### src/rtl/blit_pkg.sv
package blit_pkg;
  localparam int COORD_W = 14;
  localparam int PITCH_W = 14;
  localparam int DATA_W  = 32;
  localparam int REG_AW  = 5;

  typedef enum logic [REG_AW-1:0] {
    REG_SRC_X        = 5'd0,
    REG_SRC_Y        = 5'd1,
    REG_DST_X        = 5'd2,
    REG_DST_Y        = 5'd3,
    REG_WIDTH        = 5'd4,
    REG_HEIGHT       = 5'd5,
    REG_SRC_YX       = 5'd6,
    REG_DST_YX       = 5'd7,
    REG_SRC_XY       = 5'd8,
    REG_DST_XY       = 5'd9,
    REG_HEIGHT_WIDTH = 5'd10,
    REG_WIDTH_X      = 5'd11,
    REG_WIDTH_HEIGHT = 5'd12,
    REG_HEIGHT_Y     = 5'd13,
    REG_SRC_PO       = 5'd14,
    REG_DST_PO       = 5'd15,
    REG_SRC_OFFSET   = 5'd16,
    REG_DST_OFFSET   = 5'd17,
    REG_SRC_PITCH    = 5'd18,
    REG_DST_PITCH    = 5'd19,
    REG_MASTER       = 5'd20,
    REG_DATATYPE     = 5'd21,
    REG_STATUS       = 5'd22
  } blitReg_e;

  typedef struct packed {
    logic [COORD_W-1:0] srcX;
    logic [COORD_W-1:0] srcY;
    logic [COORD_W-1:0] dstX;
    logic [COORD_W-1:0] dstY;
    logic [COORD_W-1:0] width;
    logic [COORD_W-1:0] height;
    logic [DATA_W-1:0]  srcOffset;
    logic [DATA_W-1:0]  dstOffset;
    logic [PITCH_W-1:0] srcPitch;
    logic [PITCH_W-1:0] dstPitch;
    logic               srcTile;
    logic               dstTile;
    logic [DATA_W-1:0]  master;
    logic [DATA_W-1:0]  dataType;
  } blitParams_t;

  typedef struct packed {
    logic wr;      // store the write into the shadow set
    logic commit;  // copy the next shadow into the active set
  } blitStrobe_t;

  function automatic logic isLaunchReg(logic [REG_AW-1:0] a);
    return (a == REG_WIDTH) || (a == REG_HEIGHT_WIDTH) ||
           (a == REG_WIDTH_X) || (a == REG_WIDTH_HEIGHT);
  endfunction
endpackage

### src/rtl/blit_ctrl.sv
module blit_ctrl
  import blit_pkg::*;
(
  input  logic              clk,
  input  logic              rstN,
  input  logic              wrEn,
  input  logic [REG_AW-1:0] wrAddr,
  input  logic              engBusy,
  output blitStrobe_t       strobe,
  output logic              startPulse
);
  logic launchReq;
  logic pending;
  logic issue;

  assign launchReq = wrEn && isLaunchReg(wrAddr);
  assign issue     = (launchReq || pending) && !engBusy;

  always_comb begin
    strobe.wr     = wrEn;
    strobe.commit = issue;
  end

  always_ff @(posedge clk or negedge rstN) begin
    if (!rstN) begin
      pending    <= 1'b0;
      startPulse <= 1'b0;
    end else begin
      pending    <= (launchReq || pending) && engBusy;
      startPulse <= issue;
    end
  end
endmodule

### src/rtl/blit_datapath.sv
module blit_datapath
  import blit_pkg::*;
#(
  parameter int FREE_SLOTS = 64
) (
  input  logic              clk,
  input  logic              rstN,
  input  blitStrobe_t       strobe,
  input  logic [REG_AW-1:0] wrAddr,
  input  logic [DATA_W-1:0] wrData,
  input  logic [REG_AW-1:0] rdAddr,
  output logic [DATA_W-1:0] rdData,
  output blitParams_t       active
);
  localparam logic [COORD_W-1:0] COORD_MASK  = '1;
  localparam logic [DATA_W-1:0]  OFFSET_MASK = 32'hFFFF_FFF0;
  localparam logic [DATA_W-1:0]  MASTER_MASK = 32'hF800_000F;

  blitParams_t shadow;
  blitParams_t nextShadow;

  logic [COORD_W-1:0] loField;
  logic [COORD_W-1:0] hiField;
  assign loField = wrData[COORD_W-1:0] & COORD_MASK;
  assign hiField = wrData[16 +: COORD_W] & COORD_MASK;

  logic [DATA_W-1:0] poOffset;
  logic [PITCH_W-1:0] poPitch;
  assign poOffset = DATA_W'({wrData[20:0], 5'b0});
  assign poPitch  = PITCH_W'(wrData[30:21]);

  logic [DATA_W-1:0] derivedType;
  always_comb begin
    derivedType        = '0;
    derivedType[3:0]   = wrData[11:8];
    derivedType[11:8]  = wrData[7:4];
    derivedType[17:16] = wrData[13:12];
    derivedType[30]    = wrData[14];
  end

  always_comb begin
    nextShadow = shadow;
    if (strobe.wr) begin
      case (wrAddr)
        REG_SRC_X:        nextShadow.srcX = loField;
        REG_SRC_Y:        nextShadow.srcY = loField;
        REG_DST_X:        nextShadow.dstX = loField;
        REG_DST_Y:        nextShadow.dstY = loField;
        REG_WIDTH:        nextShadow.width = loField;
        REG_HEIGHT:       nextShadow.height = loField;
        REG_SRC_YX:       begin nextShadow.srcX = loField; nextShadow.srcY = hiField; end
        REG_DST_YX:       begin nextShadow.dstX = loField; nextShadow.dstY = hiField; end
        REG_SRC_XY:       begin nextShadow.srcY = loField; nextShadow.srcX = hiField; end
        REG_DST_XY:       begin nextShadow.dstY = loField; nextShadow.dstX = hiField; end
        REG_HEIGHT_WIDTH: begin nextShadow.width = loField; nextShadow.height = hiField; end
        REG_WIDTH_X:      begin nextShadow.dstX = loField; nextShadow.width = hiField; end
        REG_WIDTH_HEIGHT: begin nextShadow.height = loField; nextShadow.width = hiField; end
        REG_HEIGHT_Y:     begin nextShadow.dstY = loField; nextShadow.height = hiField; end
        REG_SRC_PO: begin
          nextShadow.srcOffset = poOffset;
          nextShadow.srcPitch  = poPitch;
          nextShadow.srcTile   = wrData[31];
        end
        REG_DST_PO: begin
          nextShadow.dstOffset = poOffset;
          nextShadow.dstPitch  = poPitch;
          nextShadow.dstTile   = wrData[31];
        end
        REG_SRC_OFFSET:   nextShadow.srcOffset = wrData & OFFSET_MASK;
        REG_DST_OFFSET:   nextShadow.dstOffset = wrData & OFFSET_MASK;
        REG_SRC_PITCH: begin
          nextShadow.srcPitch = wrData[PITCH_W-1:0];
          nextShadow.srcTile  = wrData[16];
        end
        REG_DST_PITCH: begin
          nextShadow.dstPitch = wrData[PITCH_W-1:0];
          nextShadow.dstTile  = wrData[16];
        end
        REG_MASTER: begin
          nextShadow.master   = wrData & MASTER_MASK;
          nextShadow.dataType = derivedType;
        end
        default: ;
      endcase
    end
  end

  always_ff @(posedge clk or negedge rstN) begin
    if (!rstN) begin
      shadow <= '0;
      active <= '0;
    end else begin
      if (strobe.wr)     shadow <= nextShadow;
      if (strobe.commit) active <= nextShadow;
    end
  end

  function automatic logic [DATA_W-1:0] pitchWord(logic [PITCH_W-1:0] p, logic t);
    logic [DATA_W-1:0] w;
    w             = '0;
    w[PITCH_W-1:0] = p;
    w[16]         = t;
    return w;
  endfunction

  always_comb begin
    rdData = '0;
    case (rdAddr)
      REG_SRC_X:      rdData = DATA_W'(shadow.srcX);
      REG_SRC_Y:      rdData = DATA_W'(shadow.srcY);
      REG_DST_X:      rdData = DATA_W'(shadow.dstX);
      REG_DST_Y:      rdData = DATA_W'(shadow.dstY);
      REG_WIDTH:      rdData = DATA_W'(shadow.width);
      REG_HEIGHT:     rdData = DATA_W'(shadow.height);
      REG_SRC_OFFSET: rdData = shadow.srcOffset;
      REG_DST_OFFSET: rdData = shadow.dstOffset;
      REG_SRC_PITCH:  rdData = pitchWord(shadow.srcPitch, shadow.srcTile);
      REG_DST_PITCH:  rdData = pitchWord(shadow.dstPitch, shadow.dstTile);
      REG_MASTER:     rdData = shadow.master;
      REG_DATATYPE:   rdData = shadow.dataType;
      REG_STATUS:     rdData = DATA_W'(FREE_SLOTS);
      default:        rdData = '0;
    endcase
  end
endmodule

### src/rtl/blit_front_end.sv
module blit_front_end
  import blit_pkg::*;
#(
  parameter int FREE_SLOTS = 64
) (
  input  logic               clk,
  input  logic               rstN,
  input  logic               wrEn,
  input  logic [REG_AW-1:0]  wrAddr,
  input  logic [DATA_W-1:0]  wrData,
  input  logic [REG_AW-1:0]  rdAddr,
  output logic [DATA_W-1:0]  rdData,
  input  logic               engBusy,
  output logic               startPulse,
  output logic [COORD_W-1:0] actSrcX,
  output logic [COORD_W-1:0] actSrcY,
  output logic [COORD_W-1:0] actDstX,
  output logic [COORD_W-1:0] actDstY,
  output logic [COORD_W-1:0] actWidth,
  output logic [COORD_W-1:0] actHeight,
  output logic [DATA_W-1:0]  actSrcOffset,
  output logic [DATA_W-1:0]  actDstOffset,
  output logic [PITCH_W-1:0] actSrcPitch,
  output logic [PITCH_W-1:0] actDstPitch,
  output logic               actSrcTile,
  output logic               actDstTile,
  output logic [DATA_W-1:0]  actMaster,
  output logic [DATA_W-1:0]  actDataType
);
  blitStrobe_t strobe;
  blitParams_t active;

  blit_ctrl u_ctrl (
    .clk(clk), .rstN(rstN), .wrEn(wrEn), .wrAddr(wrAddr),
    .engBusy(engBusy), .strobe(strobe), .startPulse(startPulse)
  );

  blit_datapath #(.FREE_SLOTS(FREE_SLOTS)) u_dp (
    .clk(clk), .rstN(rstN), .strobe(strobe), .wrAddr(wrAddr),
    .wrData(wrData), .rdAddr(rdAddr), .rdData(rdData), .active(active)
  );

  assign actSrcX      = active.srcX;
  assign actSrcY      = active.srcY;
  assign actDstX      = active.dstX;
  assign actDstY      = active.dstY;
  assign actWidth     = active.width;
  assign actHeight    = active.height;
  assign actSrcOffset = active.srcOffset;
  assign actDstOffset = active.dstOffset;
  assign actSrcPitch  = active.srcPitch;
  assign actDstPitch  = active.dstPitch;
  assign actSrcTile   = active.srcTile;
  assign actDstTile   = active.dstTile;
  assign actMaster    = active.master;
  assign actDataType  = active.dataType;
endmodule

### config.mk
export PLATFORM = sky130hd
export DESIGN_NAME = blit_front_end
export DESIGN_NICKNAME = d
export VERILOG_FILES = /design/src/rtl/blit_pkg.sv /design/src/rtl/blit_ctrl.sv /design/src/rtl/blit_datapath.sv /design/src/rtl/blit_front_end.sv
export SDC_FILE = /design/constraint.sdc
export NUM_CORES = 1
export LEC_CHECK = 0
export BUFFER_PORTS_ARGS = -buffer_cell sky130_fd_sc_hd__buf_2
export CAP_MARGIN = 20
export CORE_ASPECT_RATIO = 1.4
export CORE_MARGIN = 3
export CORE_UTILIZATION = 37
export CTS_CLUSTER_DIAMETER = 30
export DETAILED_ROUTE_END_ITERATION = 12
export REMOVE_ABC_BUFFERS = 1
export SLEW_MARGIN = 30
export SYNTH_ARGS = -nofsm -noshare
export SYNTH_HDL_FRONTEND = slang
export SYNTH_SLANG_ARGS = --single-unit
### constraint.sdc
create_clock -name clk -period 2.8 [get_ports clk]
set_clock_uncertainty 0.2 [all_clocks]
set_input_delay 0.28 -clock clk [delete_from_list [all_inputs] [get_ports clk]]
set_output_delay 0.28 -clock clk [all_outputs]
set_load 0.01 [all_outputs]
Word-level counts from Yosys, hierarchy flattened --
Cells that the tools add are included.
Word-level totals: input port bits 46, word-level logic and storage cells 95, output and inout bits 275, register bits after elaboration 486
Cells by class: reductions and logical operators 18, equal/unequal tests 32, mux-type cells 15
Operators with widths (number):
- $pmux 32 s13 | 1
- $mux 242 | 1
- $pmux 14 s2 | 8
- $pmux 32 s2 | 2
- $mux 64 | 1
- $eq 5x5->1 const B | 12
- $eq 5x4->1 const B | 8
- $eq 5x3->1 const B | 6
- $eq 5x2->1 const B | 4
- $reduce_or 2->1 | 6
- $eq 5x1->1 const B | 2
- $logic_not 5->1 | 2
- $reduce_or 3->1 | 2
- $logic_or 1x1->1 | 4
- $pmux 1 s2 | 2
- $logic_and 1x1->1 | 3
- $logic_not 1->1 | 1

Logic depth before layout (Yosys ltp) --
Gate-level depths: netlist (run 1).
word-level depth 7, mapped depth 9, depth with buffers taken out 5

By module --
From an unflattened synthesis (run 1), not the netlist that was laid out.
Second synthesis, totals: cell total of the unflattened synthesis 1693, area total of the unflattened synthesis 21020.2 sq um
Modules (own cells, without submodules):
- blit_datapath | area each 20906.3 sq um, seq. area each 12111.6 sq um, instances 1, cells an instance 1682
- blit_ctrl | area each 113.9 sq um, seq. area each 50.0 sq um, instances 1, cells an instance 11

Least setup slack after synthesis (run 1) --
OpenSTA, ideal clock, no wires.
kind input-to-reg, start input wrAddr[0], end register u_dp.active[217] (netlist name), data required time 2.475 ns, stages 8, setup time 0.125 ns, path slack 0.664 ns, buffers on the path 3, arrival time 1.811 ns, cell sequence buf_4 or3b_4 a211oi_2 nor2_1 inv_2 buf_6 buf_6 mux2_2
On the way: cells in the longest elaborated chain, start to end 7, elaborated cells on any way between the ends 16, classes of those cells eq/ne: 7; mux: 2; reduce/logical: 7
RTL lines:
- start, declared | RTL line blit_front_end.sv:9 | input logic [REG_AW-1:0] wrAddr,
- branches (longest 7 deep; another with $mux 242)
Parallel ways; which one is timed is not known. A chain may end at the register's enable or synchronous reset.

Final worst setup path (run 1) --
start register u_dp.shadow[206] (netlist bit), end output rdData[6]
On the way: cells in the longest elaborated chain, start to end 1
RTL lines:
- start, declared | RTL line blit_datapath.sv:19 | blitParams_t shadow;
- start signal, assigned | RTL line blit_datapath.sv:93 | if (strobe.wr) shadow <= nextShadow;
- $pmux 32 s13 | RTL line blit_datapath.sv:108 | case (rdAddr)
- end, declared | RTL line blit_front_end.sv:12 | output logic [DATA_W-1:0] rdData,
No other way between the ends.

==> results.yml, run 1 <==
placement:
  placed_cells: 2854
  port-buffer-count: 320
  gp_congestion: 0.888
  dp_hpwl_um: 57700
  dp_slack_ns: 0.152
  placed_area_um2: 24700
cts:
  postCtsSetupRepairBufs: 0
  numCtsBuffers: 88
  cts_root_buffer: "clkbuf_16"
  cts_resized: 0
  htree_levels: 3
  cts_tree: "built"
  clk_pin_slew_worst_paths_ns: 0.05
  clockBufferDepth: 3
  clock_latency_ns: 0.64
  clock-sinks: 486
setup_path:
  start_kind: "flop"
  r2r_slack_ns: 0.93
  reg2reg_depth: 6
  cp_max_fo: 2
  worstSetupPathType: "flop to output port"
  cp_slowest_cell: "or3_1"
  critPathRequiredTime_ns: 2.32
  worstSetupEndpointType: "output port"
  slowest_delay_ns: 0.40
  arrival_ns: 2.00
  cp_cell_sequence: "nor3b_1 -> o211ai_1 -> nand4_1 -> or3_1 -> buf_2"
  timing.rr.end: "u_dp.active[75]$_DFFE_PN0P_"
  r2r-start: "u_ctrl.pending$_DFF_PN0_"
logic_synthesis:
  postSynth.asyncResetShare_pct: 100
  synth_area_leaders: "dfrtp_1 56%, mux2_2 6.8%, a22o_1 3.9%, nand3_1 3.8%, a32o_1 2.1%"
  yosysSeqAreaShare_pct: 55.7
  synth_edf_count: 0
  synth-simple-area-share_pct: 16.5
  syn_inst: 1870
  synthAdderAreaFrac_pct: 0
  synth_compound_area_share_pct: 13.6
  ys_ff_latch: 486
  synth_top_family_by_area: "simple AND/OR/NAND/NOR gates"
  synth_top_area_share_pct: 55.7
  synthMuxAreaShare_pct: 9.09
  avgSynthCellArea_um2: 11.7
  yosysTopAreaCell: "dfrtp_1"
  synth_warnings: 0
  syn_area_um2: 21800
  synth_cell_types: 60
  synthXorXnorAreaFrac_pct: 0.0401
  synth_flop_cell: "dfrtp_1"
detailed_routing:
  wire_per_inst_um: 27.6
  routed_wl_um: 84200
  via_per_inst: 5.95
  drc: 0
  drt_iter0_markers: 1714
  dr.pass1.iters: 6
  num_vias: 18169
  ant_nets: 0
floorplanning:
  die_width_um: 211
  core_um2: 57900
  fp-row-count: 104
  die_area_um2: 62000
  initial_core_util_pct: 37.7
  num_io_pins: 321
  die_h_um: 294
final_layout:
  layout.cells.non_filler: 3056
  n_fill_cell: 5194
  drive_above_1_share_pct: 34.4
  design_area_um2: 28300
  layout_common_cells: "486 x dfrtp_1, 319 x buf_2, 168 x nand3_1"
  nNetsFinal: 2281
  final_util_pct: 48.8
  area.growth.synth_to_final_pct: 29.3
  layout_commonest_cell: "dfrtp_1"
pwr:
  p_comb_share_pct: 18.7
  power_density_nw_per_um2: 922
  intPower_mw: 18.3
  switching_share_pct: 29.7
  clkPwrFrac_pct: 44.5
  p_switching_mw: 7.75
  peakVddDrop_mv: 0.585
  p_leak_nw: 13.6
  p_total_mw: 26.0
  seq_power_share_pct: 36.8
worst_hold_path:
  worst_hold_path.num_cells: 2
  min_from: "wrData[26]"
  hold_end: "u_dp.shadow[120]$_DFFE_PN0P_"
  hold_path.class: "input port to flop"
global_routing:
  grt_pass1_wl_um: 124000
  gr-total-overflow: 0
  grt_pass1_vias: 18724
  grt_max_degree: 94
  grtUsageTotal_pct: 26.8
  antenna_found_initial: 8
timing:
  maxSlewHeadroom_pct: 38.0
  worst_slack_ns: 0.321
  holdWs_ns: 0.0401
  setup_viol: 0
  fin_crit_ns: 2.48
  fmax_mhz: 403
  finalCritPeriodShare_pct: 88.5
  hold_violations: 0
  rsz0062_at_grt: "no"
  setup_tns_ns: 0
  worst_pin_slew_ns: 0.929
  slew_viol_final: 0
outcome:
  status: "finished clean"
run:
  cap_violations: 0
[synthesized netlist by cell type (all sizes together), types with 12 or more instances]
master and number:
dfrtp 486, mux2 171, nand3 168, clkbuf 112, a22o 98, nand2 97, buf 85, and2 76
nor3 65, a32o 45, nand4 42, or3 42, a22oi 35, a31oi 35, nor3b 35, a21oi 31
inv 31, a222oi 28, o31a 28, or2 28, o21ai 17, a32oi 16, nor4bb 15, a221o 14
and3 12
[critical path, delay by kind of cell, from the launching register on]
kind / cells / cell delay, ns
AO/OA/AOI/OAI: 1 / 0.18
buffers and inverters: 1 / 0.16
flip-flops: 1 / 0.38
AND/OR/NAND/NOR: 3 / 0.64
[worst max-delay path by stage]
stage | from | end | slack [ns] | cells after the start
finish | u_dp.shadow[206]$_DFFE_PN0P_ | rdData[6] | 0.32 | 5
floorplan | wrAddr[4] | u_dp.active[0]$_DFFE_PN0P_ | -4.95 | 5
global placement | wrAddr[1] | u_dp.active[221]$_DFFE_PN0P_ | 0.17 | 7
global route | rdAddr[4] | rdData[20] | 0.25 | 8
CTS | u_dp.shadow[206]$_DFFE_PN0P_ | rdData[6] | 0.28 | 5
detailed placement | wrAddr[1] | u_dp.active[101]$_DFFE_PN0P_ | 0.15 | 7
[power groups by stage]
| stage | clock network (mW) | registers (mW) | logic (mW) |
|---|---|---|---|
| 6_report | 11.6 | 9.59 | 4.86 |
| 5_1_grt | 12.1 | 9.76 | 5.26 |
| 4_1_cts | 11.7 | 9.59 | 4.92 |
| 3_5_place_dp | 0 | 9.68 | 4.86 |
| 3_3_place_gp | 0 | 9.64 | 4.77 |
| 2_1_floorplan | 0 | 9.88 | 2.03 |
[timing repair]
item | CTS | global route
hold buffers | 33 | 0
hold endpoints to repair | 567 | 0
setup endpoints to repair | 0 | 0
[state kept, by name (all words and copies together), names as in the netlist]
signal / flops
u_ctrl.pending: 1
u_dp.active: 242
u_dp.shadow: 242
u_ctrl.startPulse: 1
[cell families (layout without fill, tap and decap cells)]
kind of cell,count (synthesis),in the layout
simple gates,625,625
flops,486,486
compound gates,359,359
buf+inv,228,668
mux,171,171
xor+xnor,1,1
other cells,0,4
[routing by layer]
layer | up-vias | global-route usage (%) | routed length (µm)
met5 | - | 0 | 34
met4 | 6 | 12.7 | 3860
met3 | 206 | 5.94 | 6620
met2 | 915 | 44.8 | 41300
met1 | 9296 | 33.2 | 32400
li1 | 7746 | - | -
[area by class of cell]
class | count | area (µm²) | share of cell area [%]
Inverter | 31 | 124 | 0.438
Clock inverter | 60 | 887 | 3.14
Timing Repair Buffer | 472 | 3100 | 11.0
Tap cell | 742 | 928 | 3.29
Antenna cell | 4 | 10.0 | 0.0354
Clock buffer | 105 | 2380 | 8.41
Sequential cell | 486 | 12200 | 43.0
Multi-Input combinational cell | 1156 | 8670 | 30.7
No activity file was read; power rests on OpenSTA's default activity.
==> inputs of run 2 (changes only) <==
--- a/config.mk
+++ b/config.mk
@@ -10,6 +10,7 @@
 export CORE_ASPECT_RATIO = 1.4
 export CORE_MARGIN = 3
 export CORE_UTILIZATION = 37
+export CTS_BUF_LIST = sky130_fd_sc_hd__clkbuf_4
 export CTS_CLUSTER_DIAMETER = 30
 export DETAILED_ROUTE_END_ITERATION = 12
 export REMOVE_ABC_BUFFERS = 1
==> run 2 against run 1 <==
  * Worst setup slack worse by 0.27 ns
  * Via count increased by 1.2%
  * Cell count grew 1.8%
  * Critical path type is now input port to flop
  * Final area fell by 5.3%
  * Sequential cell count is the same
  * Global-route usage about the same
  * Sequential share of layout area grew 2.4 points
  * Maximum frequency fell by 9.9%
  * Highest routed layer unchanged
  * Die area is the same
==> results.yml, run 2 (synthesized netlist as in run 1, its figures left out) <==
outcome:
  status: "finished clean"
timing:
  rsz0062_at_grt: "no"
  maxSlewHeadroom_pct: 39.1
  worst_pin_slew_ns: 0.914
  finalCritPeriodShare_pct: 98.3
  hold_violations: 0
  worst_slack_ns: 0.0485
  holdWs_ns: 0.0831
  setup_viol: 0
  fmax_mhz: 363
  slew_viol_final: 0
  fin_crit_ns: 2.75
cts:
  numCtsBuffers: 119
  clockBufferDepth: 3
  clk_pin_slew_worst_paths_ns: 0.06
  cts_root_buffer: "clkbuf_4"
  clock-sinks: 486
  cts_tree: "built"
  htree_levels: 3
  clock_latency_ns: 0.92
  postCtsSetupRepairBufs: 0
detailed_routing:
  drt_iter0_markers: 1803
  drc: 0
  routed_wl_um: 84100
  via_per_inst: 5.91
  ant_nets: 0
  num_vias: 18388
  dr.pass1.iters: 6
  wire_per_inst_um: 27.0
pwr:
  p_leak_nw: 12.9
  peakVddDrop_mv: 0.343
  power_density_nw_per_um2: 764
floorplanning:
  core_um2: 57900
  fp-row-count: 104
  initial_core_util_pct: 37.7
  num_io_pins: 321
  die_width_um: 211
  die_area_um2: 62000
  die_h_um: 294
placement:
  dp_hpwl_um: 57700
  dp_slack_ns: 0.152
  gp_congestion: 0.888
  port-buffer-count: 320
  placed_cells: 2854
  placed_area_um2: 24700
final_layout:
  drive_above_1_share_pct: 34.2
  area.growth.synth_to_final_pct: 22.4
  nNetsFinal: 2338
  layout.cells.non_filler: 3111
  layout_common_cells: "486 x dfrtp_1, 318 x buf_2, 168 x nand3_1"
  design_area_um2: 26800
  largestRegisters: "u_dp.active: 242 flops, u_dp.shadow: 242 flops"
  final_util_pct: 46.2
  layout_commonest_cell: "dfrtp_1"
setup_path:
  worstSetupEndpointType: "flop"
  arrival_ns: 3.33
  crit_end: "u_dp.shadow[114]$_DFFE_PN0P_"
  timing.rr.end: "u_dp.active[216]$_DFFE_PN0P_"
  worstSetupPathType: "input port to flop"
  r2r-start: "u_dp.shadow[216]$_DFFE_PN0P_"
  r2r_slack_ns: 0.70
  cp_max_fo: 34
  start_kind: "input port"
  reg2reg_depth: 4
  critPathRequiredTime_ns: 3.38
  worstSetupStartpoint: "wrAddr[4]"
global_routing:
  grt_max_degree: 94
  grt_pass1_vias: 19114
  grt_pass1_wl_um: 124000
  antenna_found_initial: 5
  gr-total-overflow: 0
  grtUsageTotal_pct: 26.8
worst_hold_path:
  hold_path.class: "input port to flop"
run:
  cap_violations: 0
-- run 2: how the worst min path moves through the flow --
stage	startpoint	endpoint	slack, ns	cells past startpoint
after floorplan	rstN	u_ctrl.pending$_DFF_PN0_	-0.22	0
after global placement	rstN	u_dp.active[203]$_DFFE_PN0P_	-0.05	1
after detailed placement	rstN	u_dp.active[203]$_DFFE_PN0P_	-0.05	1
after CTS	wrData[30]	u_dp.shadow[62]$_DFFE_PN0P_	0.004	3
after global routing	wrData[14]	u_dp.shadow[30]$_DFFE_PN0P_	0.06	3
final	wrData[30]	u_dp.shadow[62]$_DFFE_PN0P_	0.08	3
-- run 2: power by group --
group	internal, mW	switching (mW)
sequential	8.59	0.984
combinational	2.21	2.69
clock	3.07	2.90
total	13.9	6.57
-- run 2: stage by stage --
step | setup TNS [ns] | total power, mW
floorplan | -1193.96 | 11.9
global placement | 0 | 14.4
detailed placement | 0 | 14.5
CTS | 0 | 20.7
global route | 0 | 21.5
finish | 0 | 20.4
-- run 2: final cells by class --
type	count	area, µm²
Fill cell	5443	31200
Inverter	31	124
Antenna cell	5	12.5
Timing Repair Buffer	498	3390
Sequential cell	486	12200
Clock inverter	33	265
Tap cell	742	928
Multi-Input combinational cell	1156	8670
Clock buffer	160	1200
-- run 2: timing repair --
item                                   in CTS  in global routing
setup endpoints to repair                   1                  2
hold buffers                               59                  0
endpoints found under the hold margin     854                  0
pin swaps                                   1                  1
resized for setup                           1                  5
cloned                                      0                  0
-- run 2: layer usage --
layer | track usage (%) | routed length [µm]
met1 | 32.7 | 32100
met2 | 45.1 | 41100
met3 | 6.46 | 6900
met4 | 12.3 | 3950
met5 | 0 | 21
-- run 2: worst max-delay path, cell delays in order --
cell and delay [ns]:
dlygate4sd3_1 0.55, clkbuf_4 0.22, buf_6 0.19, and3b_2 0.28, buf_8 0.19, a32o_1 0.26
dlygate4sd3_1 0.56, a22o_1 0.20, dlygate4sd3_1 0.57
